===== config.mk =====
export PLATFORM = sky130hd
export DESIGN_NAME = vtimer_access_router
export DESIGN_NICKNAME = d
export VERILOG_FILES = /design/src/rtl/vtar_pkg.sv /design/src/rtl/vtar_lvl0_rules.sv /design/src/rtl/vtar_lvl1_rules.sv /design/src/rtl/vtimer_access_router.sv
export SDC_FILE = /design/constraint.sdc
export NUM_CORES = 1
export LEC_CHECK = 0
export CORE_AREA = 2 2 39 41
export CTS_CLUSTER_SIZE = 30
export DETAILED_ROUTE_END_ITERATION = 8
export DIE_AREA = 0 0 41 43
export DONT_BUFFER_PORTS = 1
export HOLD_SLACK_MARGIN = 0.12
export PLACE_DENSITY_LB_ADDON = 0.3
export SYNTH_ARGS = -nofsm -noshare
export SYNTH_HDL_FRONTEND = slang
export SYNTH_SLANG_ARGS = --single-unit
export TNS_END_PERCENT = 20

===== constraint.sdc =====
create_clock -name clk -period 2.3 [get_ports clk]
set_input_delay 0.23 -clock clk [delete_from_list [all_inputs] [get_ports clk]]
set_output_delay 0.23 -clock clk [all_outputs]
set_load 0.05 [all_outputs]

===== src/rtl/vtar_pkg.sv =====
package vtar_pkg;

    localparam int OUT_N   = 4;
    localparam int SEL_W   = 2;
    localparam int SYND_W  = 8;

    localparam int O_UNDEF = 0;
    localparam int O_TRAP1 = 1;
    localparam int O_TRAP2 = 2;
    localparam int O_ACC   = 3;

    localparam logic [SEL_W-1:0]  SEL_ORD  = 2'd0;
    localparam logic [SEL_W-1:0]  SEL_NSH  = 2'd1;
    localparam logic [SEL_W-1:0]  SEL_SECH = 2'd2;

    localparam logic [SYND_W-1:0] SYN_SYS  = 8'h03;
    localparam logic [SYND_W-1:0] SYN_HYP  = 8'h00;

    typedef struct packed {
        logic [OUT_N-1:0]  outc;
        logic [SEL_W-1:0]  sel;
        logic [SYND_W-1:0] synd;
    } decision_t;

    function automatic decision_t mk(input int kind,
                                     input logic [SEL_W-1:0] sel,
                                     input logic [SYND_W-1:0] synd);
        decision_t r;
        r.outc       = '0;
        r.outc[kind] = 1'b1;
        r.sel        = sel;
        r.synd       = synd;
        return r;
    endfunction

endpackage


===== src/rtl/vtar_lvl0_rules.sv =====
module vtar_lvl0_rules
    import vtar_pkg::*;
(
    input  logic      l1_w64,
    input  logic      l2_w64,
    input  logic      l2_on,
    input  logic      host_mode,
    input  logic      secure_st,
    input  logic      has_sec_l2,
    input  logic      has_ectr,
    input  logic      l1_u_vt_en,
    input  logic      l2_u_vt_en,
    input  logic      l2_vt_trap,
    input  logic      l2_tge,
    output decision_t dec_o
);

    logic route_l2_64;
    logic route_l2_32;

    always_comb begin
        route_l2_64 = l2_on && l2_w64 && l2_tge;
        route_l2_32 = l2_on && !l2_w64 && l2_tge;

        if (l1_w64 && !host_mode && !l1_u_vt_en) begin
            dec_o = route_l2_64 ? mk(O_TRAP2, SEL_ORD, SYN_SYS)
                                : mk(O_TRAP1, SEL_ORD, SYN_SYS);
        end else if (!l1_w64 && !l1_u_vt_en) begin
            if (route_l2_64)
                dec_o = mk(O_TRAP2, SEL_ORD, SYN_SYS);
            else if (route_l2_32)
                dec_o = mk(O_TRAP2, SEL_ORD, SYN_HYP);
            else
                dec_o = mk(O_UNDEF, SEL_ORD, '0);
        end else if (host_mode && l2_w64 && !l2_u_vt_en) begin
            dec_o = mk(O_TRAP2, SEL_ORD, SYN_SYS);
        end else if (l2_on && l2_w64 && !host_mode && has_ectr && l2_vt_trap) begin
            dec_o = mk(O_TRAP2, SEL_ORD, SYN_SYS);
        end else if (host_mode && secure_st && has_sec_l2) begin
            dec_o = mk(O_ACC, SEL_SECH, '0);
        end else if (host_mode && !secure_st) begin
            dec_o = mk(O_ACC, SEL_NSH, '0);
        end else begin
            dec_o = mk(O_ACC, SEL_ORD, '0);
        end
    end

endmodule


===== src/rtl/vtar_lvl1_rules.sv =====
module vtar_lvl1_rules
    import vtar_pkg::*;
(
    input  logic      l2_w64,
    input  logic      l2_on,
    input  logic      has_ectr,
    input  logic      l2_vt_trap,
    output decision_t dec_o
);

    always_comb begin
        if (l2_on && l2_w64 && has_ectr && l2_vt_trap)
            dec_o = mk(O_TRAP2, SEL_ORD, SYN_SYS);
        else
            dec_o = mk(O_ACC, SEL_ORD, '0);
    end

endmodule


===== src/rtl/vtimer_access_router.sv =====
module vtimer_access_router
    import vtar_pkg::*;
(
    input  logic              clk,
    input  logic              rst_ni,
    input  logic [1:0]        priv_lvl,
    input  logic              has_a32,
    input  logic              l1_w64,
    input  logic              l2_w64,
    input  logic              l2_on,
    input  logic              host_mode,
    input  logic              secure_st,
    input  logic              has_sec_l2,
    input  logic              has_ectr,
    input  logic              l1_u_vt_en,
    input  logic              l2_u_vt_en,
    input  logic              l2_vt_trap,
    input  logic              l2_tge,
    output logic [OUT_N-1:0]  outcome,
    output logic [SEL_W-1:0]  target_sel,
    output logic [SYND_W-1:0] syndrome
);

    decision_t lvl0_dec;
    decision_t lvl1_dec;
    decision_t dec_d;
    decision_t dec_q;

    vtar_lvl0_rules u_lvl0 (
        .l1_w64     (l1_w64),
        .l2_w64     (l2_w64),
        .l2_on      (l2_on),
        .host_mode  (host_mode),
        .secure_st  (secure_st),
        .has_sec_l2 (has_sec_l2),
        .has_ectr   (has_ectr),
        .l1_u_vt_en (l1_u_vt_en),
        .l2_u_vt_en (l2_u_vt_en),
        .l2_vt_trap (l2_vt_trap),
        .l2_tge     (l2_tge),
        .dec_o      (lvl0_dec)
    );

    vtar_lvl1_rules u_lvl1 (
        .l2_w64     (l2_w64),
        .l2_on      (l2_on),
        .has_ectr   (has_ectr),
        .l2_vt_trap (l2_vt_trap),
        .dec_o      (lvl1_dec)
    );

    // Missing 32-bit support outranks every level-specific rule.
    always_comb begin
        if (!has_a32)
            dec_d = mk(O_UNDEF, SEL_ORD, '0);
        else begin
            unique case (priv_lvl)
                2'd0:    dec_d = lvl0_dec;
                2'd1:    dec_d = lvl1_dec;
                default: dec_d = mk(O_ACC, SEL_ORD, '0);
            endcase
        end
    end

    always_ff @(posedge clk) begin
        if (!rst_ni)
            dec_q <= '0;
        else
            dec_q <= dec_d;
    end

    assign outcome    = dec_q.outc;
    assign target_sel = dec_q.sel;
    assign syndrome   = dec_q.synd;

    a_r2_onehot: assert property (@(posedge clk) disable iff (!rst_ni)
        $past(rst_ni) |-> $onehot(outcome));

    a_r3_no_a32_undef: assert property (@(posedge clk) disable iff (!rst_ni)
        ($past(rst_ni) && !$past(has_a32)) |-> outcome[O_UNDEF]);

    a_r9_lvl1_never_l1: assert property (@(posedge clk) disable iff (!rst_ni)
        ($past(rst_ni) && $past(priv_lvl) == 2'd1) |-> !outcome[O_TRAP1]);

    a_r10_high_lvl_ordinary: assert property (@(posedge clk) disable iff (!rst_ni)
        ($past(rst_ni) && $past(has_a32) && $past(priv_lvl) >= 2'd2)
            |-> (outcome[O_ACC] && target_sel == SEL_ORD));

    a_r12_sel_idle: assert property (@(posedge clk) disable iff (!rst_ni)
        !outcome[O_ACC] |-> target_sel == SEL_ORD);

    a_r12_synd_idle: assert property (@(posedge clk) disable iff (!rst_ni)
        (outcome[O_ACC] || outcome[O_UNDEF]) |-> syndrome == '0);

endmodule


==> impl_metrics.env, run 1 <==
export IMPL_status="completed"
export IMPL_power_density_nw_per_um2=643
export IMPL_htree_num_levels=1
export IMPL_crit_path_start_kind="input pin"
export IMPL_synth_area_leaders="dfxtp_1, buf_4, nand2_1"
export IMPL_cts_sinks=7
export IMPL_synth_seq_cells=7
export IMPL_hp_start="priv_lvl[0]"
export IMPL_start_util_pct=27.6
export IMPL_finalCritPeriodShare_pct=58.2
export IMPL_grt_usage_pct=10.8
export IMPL_grt_max_degree=6
export IMPL_routed_wl_um=799
export IMPL_rows=14
export IMPL_critical_path_max_fanout=5
export IMPL_grt_overflow_total=0
export IMPL_viasPerCell=4.88
export IMPL_ant_nets=0
export IMPL_cts_path_max_buffers=2
export IMPL_drive_above_1_share_pct=18.0
export IMPL_endpoint_kind="register"
export IMPL_pwr_share_comb_pct=16.2
export IMPL_grt_pass1_vias=305
export IMPL_synth_seq_area_share_pct=36.7
export IMPL_setup_tns_ns=0
export IMPL_hpwl_um=633
export IMPL_die_area_sq_um=1760
export IMPL_cts_buffers_inserted=3
export IMPL_hold_viol_final=0
export IMPL_wl_per_cell_um=12.1
export IMPL_antenna_found_initial=0
export IMPL_vias=322
export IMPL_cts_tree="done"
export IMPL_synth_top_area_share_pct=36.7
export IMPL_path_common_cell="dlygate4sd3_1"
export IMPL_hold_end="outcome[3]"
export IMPL_max_stage_delay_ns=0.57
export IMPL_cap_violations=0
export IMPL_timing_hold_ws_ns=0.131
export IMPL_finalWeightedCongestion=0.662
export IMPL_core_area_sq_um=1380
export IMPL_cts_reportedPaths_clkPinSlew_ns=0.05
export IMPL_maxSlewViolCount=0
export IMPL_drc=0
export IMPL_final_common_cell="dfxtp_1"
export IMPL_pin_count=30
export IMPL_grt_pass1_wl_mm=1.27
export IMPL_drt_first_iter_violations=5
export IMPL_syn_area_sq_um=382
export IMPL_path_cells="dlygate4sd3_1 -> a311oi_1 -> dlygate4sd3_1"
export IMPL_die_y_um=43
export IMPL_path_class="in -> reg"
export IMPL_min_period_ns=1.34
export IMPL_rsz0062_at_grt="no"
export IMPL_setup_viol=0
export IMPL_die_w_um=41
export IMPL_peakVddDrop_mv=0.155
export IMPL_dr_pass1_iters=2
export IMPL_yosysTopAreaCell="dfxtp_1"
export IMPL_p_int_mw=0.205
export IMPL_io_buffers=0
export IMPL_synthDistinctLibCells=21
export IMPL_cts_root_buf="clkbuf_4"
export IMPL_slowest_stage="dlygate4sd3_1"
export IMPL_p_sw_mw=0.0855
export IMPL_fmax_mhz=747
export IMPL_critPathRequiredTime_ns=2.49
export IMPL_p_leak_nw=0.178
export IMPL_diodes=0
export IMPL_seq_power_share_pct=46.4
export IMPL_syn_area_per_cell_sq_um=9.09
export IMPL_syn_inst=42
export IMPL_min_path_cells=1
export IMPL_area_growth_pct=18.4
export IMPL_critPathArrivalTime_ns=1.53
export IMPL_sw_frac_of_total_pct=29.4
export IMPL_post_cts_resized=0
export IMPL_clockPowerShare_pct=37.4
export IMPL_hold_class="in -> reg"
export IMPL_final_nets=67
export IMPL_yosysWarnings=0
export IMPL_final_cell_mix="dfxtp_1, conb_1, nand2_1, dlygate4sd3_1, nor2_1"
==> cell families (layout without fill, tap and decap cells) <==
family / count (synthesis) / after routing / synth area share (%)
flip-flops: 7 / 7 / 36.7
AND/OR/NAND/NOR: 14 / 14 / 20.7
AO/OA/AOI/OAI: 12 / 12 / 26.9
buffers and inverters: 8 / 11 / 14.8
other: 1 / 6 / 0.983
==> repair_timing <==
item | CTS | global route
hold buffers | 5 | 0
setup buffers | 0 | 0
endpoints found under the hold margin | 4 | 0
==> cell usage after synthesis, drive strengths merged <==
library cell,instances
buf,7
dfxtp,7
nand2,5
nor2,4
a311oi,2
o31ai,2
a211oi,1
a21boi,1
a21o,1
a31oi,1
conb,1
inv,1
nand2b,1
nand3,1
nand4,1
nor4bb,1
o2111ai,1
o221a,1
o311a,1
o31a,1
or4,1
==> power by group through the flow <==
stage               sequential (mW)  clock (mW)  combinational (mW)
floorplan                     0.138           0              0.0457
global placement              0.138           0              0.0413
detailed placement            0.137           0              0.0411
CTS                           0.135       0.114              0.0469
global route                  0.135       0.117              0.0500
finish                        0.135       0.109              0.0470
==> critical path, delay by kind of cell <==
| family | cells | cell delay, ns |
|---|---|---|
| AOI/OAI and AO/OA | 1 | 0.20 |
| buffers and inverters | 2 | 1.10 |
==> final cells by class <==
cell class                 count  area [sq um]
clock buffer                   4          26.3
fill                         153           932
inverter                       1          3.75
multi-input combinational     32           204
sequential                     7           140
tap                           16          20.0
timing repair buffer           6          57.6
==> stage by stage <==
step	std cells	total power, mW	utilization [%]	setup WS (ns)	cell area, sq um
finish	66	0.291	32.6	0.961	452
global route	66	0.302	32.6	0.895	452
global placement	57	0.179	27.1	1.28	375
detailed placement	57	0.179	27.1	1.29	375
floorplan	47	0.184	-	1.18	400
CTS	66	0.296	32.6	0.966	452
==> state kept, by name, summed over array words and instances, names as in the netlist <==
register and count:
outcome 4, target_sel 2, syndrome 1
==> worst max path at each step <==
| stage | cells after the start | slack (ns) | end | from |
|---|---|---|---|---|
| 2_1_floorplan | 1 | 1.18 | syndrome[1] | syndrome[0] |
| 3_3_place_gp | 3 | 1.28 | outcome[2] | has_ectr |
| 3_5_place_dp | 3 | 1.29 | outcome[2] | has_ectr |
| 4_1_cts | 3 | 0.97 | outcome[1] | l2_on |
| 5_1_grt | 3 | 0.89 | outcome[1] | l2_on |
| 6_report | 3 | 0.96 | outcome[1] | l2_on |
==> routing by layer <==
layer	routed length (um)	share of wire, %	GRT usage [%]
met1	328	41	13.5
met5	0	0	0
met4	0	0	10.7
met3	110	14	4.19
met2	361	45	12.8
Note: power is estimated with default switching activity, not from simulation.
==> run 2, diff against run 1 <==
Clock period 2.3 ns to 1.4 ns, I/O delays scaled along.
==> impl_metrics.env, run 2 (synthesis results as in run 1) <==
export IMPL_status="completed"
export IMPL_pin_count=30
export IMPL_finalCritPeriodShare_pct=90.0
export IMPL_wl_per_cell_um=12.3
export IMPL_max_stage_delay_ns=0.57
export IMPL_path_common_cell="dlygate4sd3_1"
export IMPL_vias=365
export IMPL_fmax_mhz=794
export IMPL_cts_reportedPaths_clkPinSlew_ns=0.05
export IMPL_die_area_sq_um=1760
export IMPL_p_int_mw=0.354
export IMPL_grt_max_degree=6
export IMPL_final_common_cell="dlygate4sd3_1"
export IMPL_total_power_mw=0.499
export IMPL_dp_cells=57
export IMPL_clockPowerShare_pct=35.6
export IMPL_start_util_pct=27.6
export IMPL_post_cts_resized=0
export IMPL_cts_buffers_inserted=3
export IMPL_min_period_ns=1.26
export IMPL_grt_overflow_total=0
export IMPL_grt_pass1_wl_mm=1.50
export IMPL_hpwl_um=633
export IMPL_cap_violations=0
export IMPL_pwr_share_comb_pct=20.0
export IMPL_drt_first_iter_violations=9
export IMPL_peakVddDrop_mv=0.265
export IMPL_setup_tns_ns=0
export IMPL_post_cts_buffers=0
export IMPL_cts_sinks=7
export IMPL_seq_power_share_pct=44.4
export IMPL_grt_pass1_vias=360
export IMPL_p_leak_nw=0.224
export IMPL_cts_path_max_buffers=2
export IMPL_hold_viol_final=0
export IMPL_final_cells=76
export IMPL_rows=14
export IMPL_setup_viol=0
export IMPL_grt_usage_pct=12.7
export IMPL_power_density_nw_per_um2=905
export IMPL_rsz0062_at_grt="no"
export IMPL_routed_wl_um=931
export IMPL_maxSlewViolCount=0
export IMPL_cts_root_buf="clkbuf_4"
export IMPL_htree_num_levels=1
export IMPL_final_cell_mix="dlygate4sd3_1, dfxtp_1, conb_1, nand2_1, nor2_1"
export IMPL_largest_reg_flops=4
export IMPL_finalWeightedCongestion=0.662
export IMPL_nFillCells=149
export IMPL_critPathRequiredTime_ns=1.59
export IMPL_endpoint_kind="register"
export IMPL_drive_above_1_share_pct=15.0
export IMPL_critPathArrivalTime_ns=1.45
export IMPL_slowest_stage="dlygate4sd3_1"
export IMPL_drc=0
export IMPL_final_nets=77
export IMPL_area_growth_pct=44.6
export IMPL_path_cells="dlygate4sd3_1 -> a21boi_0 -> dlygate4sd3_1"
export IMPL_core_area_sq_um=1380
export IMPL_die_w_um=41
export IMPL_sw_frac_of_total_pct=29.1
export IMPL_ant_nets=0
export IMPL_diodes=0
export IMPL_p_sw_mw=0.145
export IMPL_dr_pass1_iters=4
export IMPL_viasPerCell=4.80
export IMPL_cts_tree="done"
export IMPL_crit_path_start_kind="input pin"
export IMPL_io_buffers=0
export IMPL_hold_class="in -> reg"
export IMPL_antenna_found_initial=0
export IMPL_die_y_um=43
export IMPL_critical_path_max_fanout=4
export IMPL_path_class="in -> reg"
## run 2: changes by cell type in the layout (fill, tap and decap cells not counted), sizes merged
| cell | before | now |
|---|---|---|
| dlygate4sd3 | 5 | 15 |
## run 2: stage by stage
step / hold slack [ns] / setup WS (ns) / area (sq um) / util (%)
after floorplan: 0.212 / 0.366 / 400 / -
after global placement: 0.217 / 0.475 / 375 / 27.1
after detailed placement: 0.220 / 0.476 / 375 / 27.1
after CTS: 0.126 / 0.0410 / 552 / 39.9
after global routing: 0.133 / 0.108 / 552 / 39.9
final: 0.134 / 0.140 / 552 / 39.9
## run 2: per-layer routing
metal,share of wire (%),track usage (%),up-vias
li1,-,-,184
met1,38,16.5,156
met2,49,16.9,23
met3,11,2.62,2
met4,1.3,10.7,0
met5,0,0,-
## run 2: timing repair
action | 4_1_cts | 5_1_grt
setup endpoints to repair | 0 | 1
hold buffers | 15 | 1
hold endpoints to repair | 7 | 1
## run 2: cell type report
| type | count | area (sq um) | share of cell area [%] |
|---|---|---|---|
| clock buffer | 4 | 26.3 | 4.76 |
| multi-input combinational | 32 | 204 | 37.0 |
| timing repair buffer | 16 | 158 | 28.6 |
| inverter | 1 | 3.75 | 0.680 |
| sequential | 7 | 140 | 25.4 |
| tap | 16 | 20.0 | 3.63 |
## run 2: path summary, 6_finish.rpt
| check | from | endpoint | slack, ns | depth (start not counted) |
|---|---|---|---|---|
| hold / removal | has_a32 | outcome[3] | 0.13 | 2 |
| setup / recovery | has_a32 | outcome[0] | 0.14 | 3 |
## run 2: power by group through the flow
stage	Combinational (mW)	Sequential [mW]	Clock (mW)
global placement	0.0679	0.226	0
detailed placement	0.0675	0.226	0
CTS	0.0989	0.222	0.188
global route	0.106	0.222	0.193
finish	0.100	0.222	0.177
floorplan	0.0752	0.228	0
## run 2: critical path: cells and delay by family
kind	cells	cell delay, ns
buf+inv	2	1.13
compound gates	1	0.18
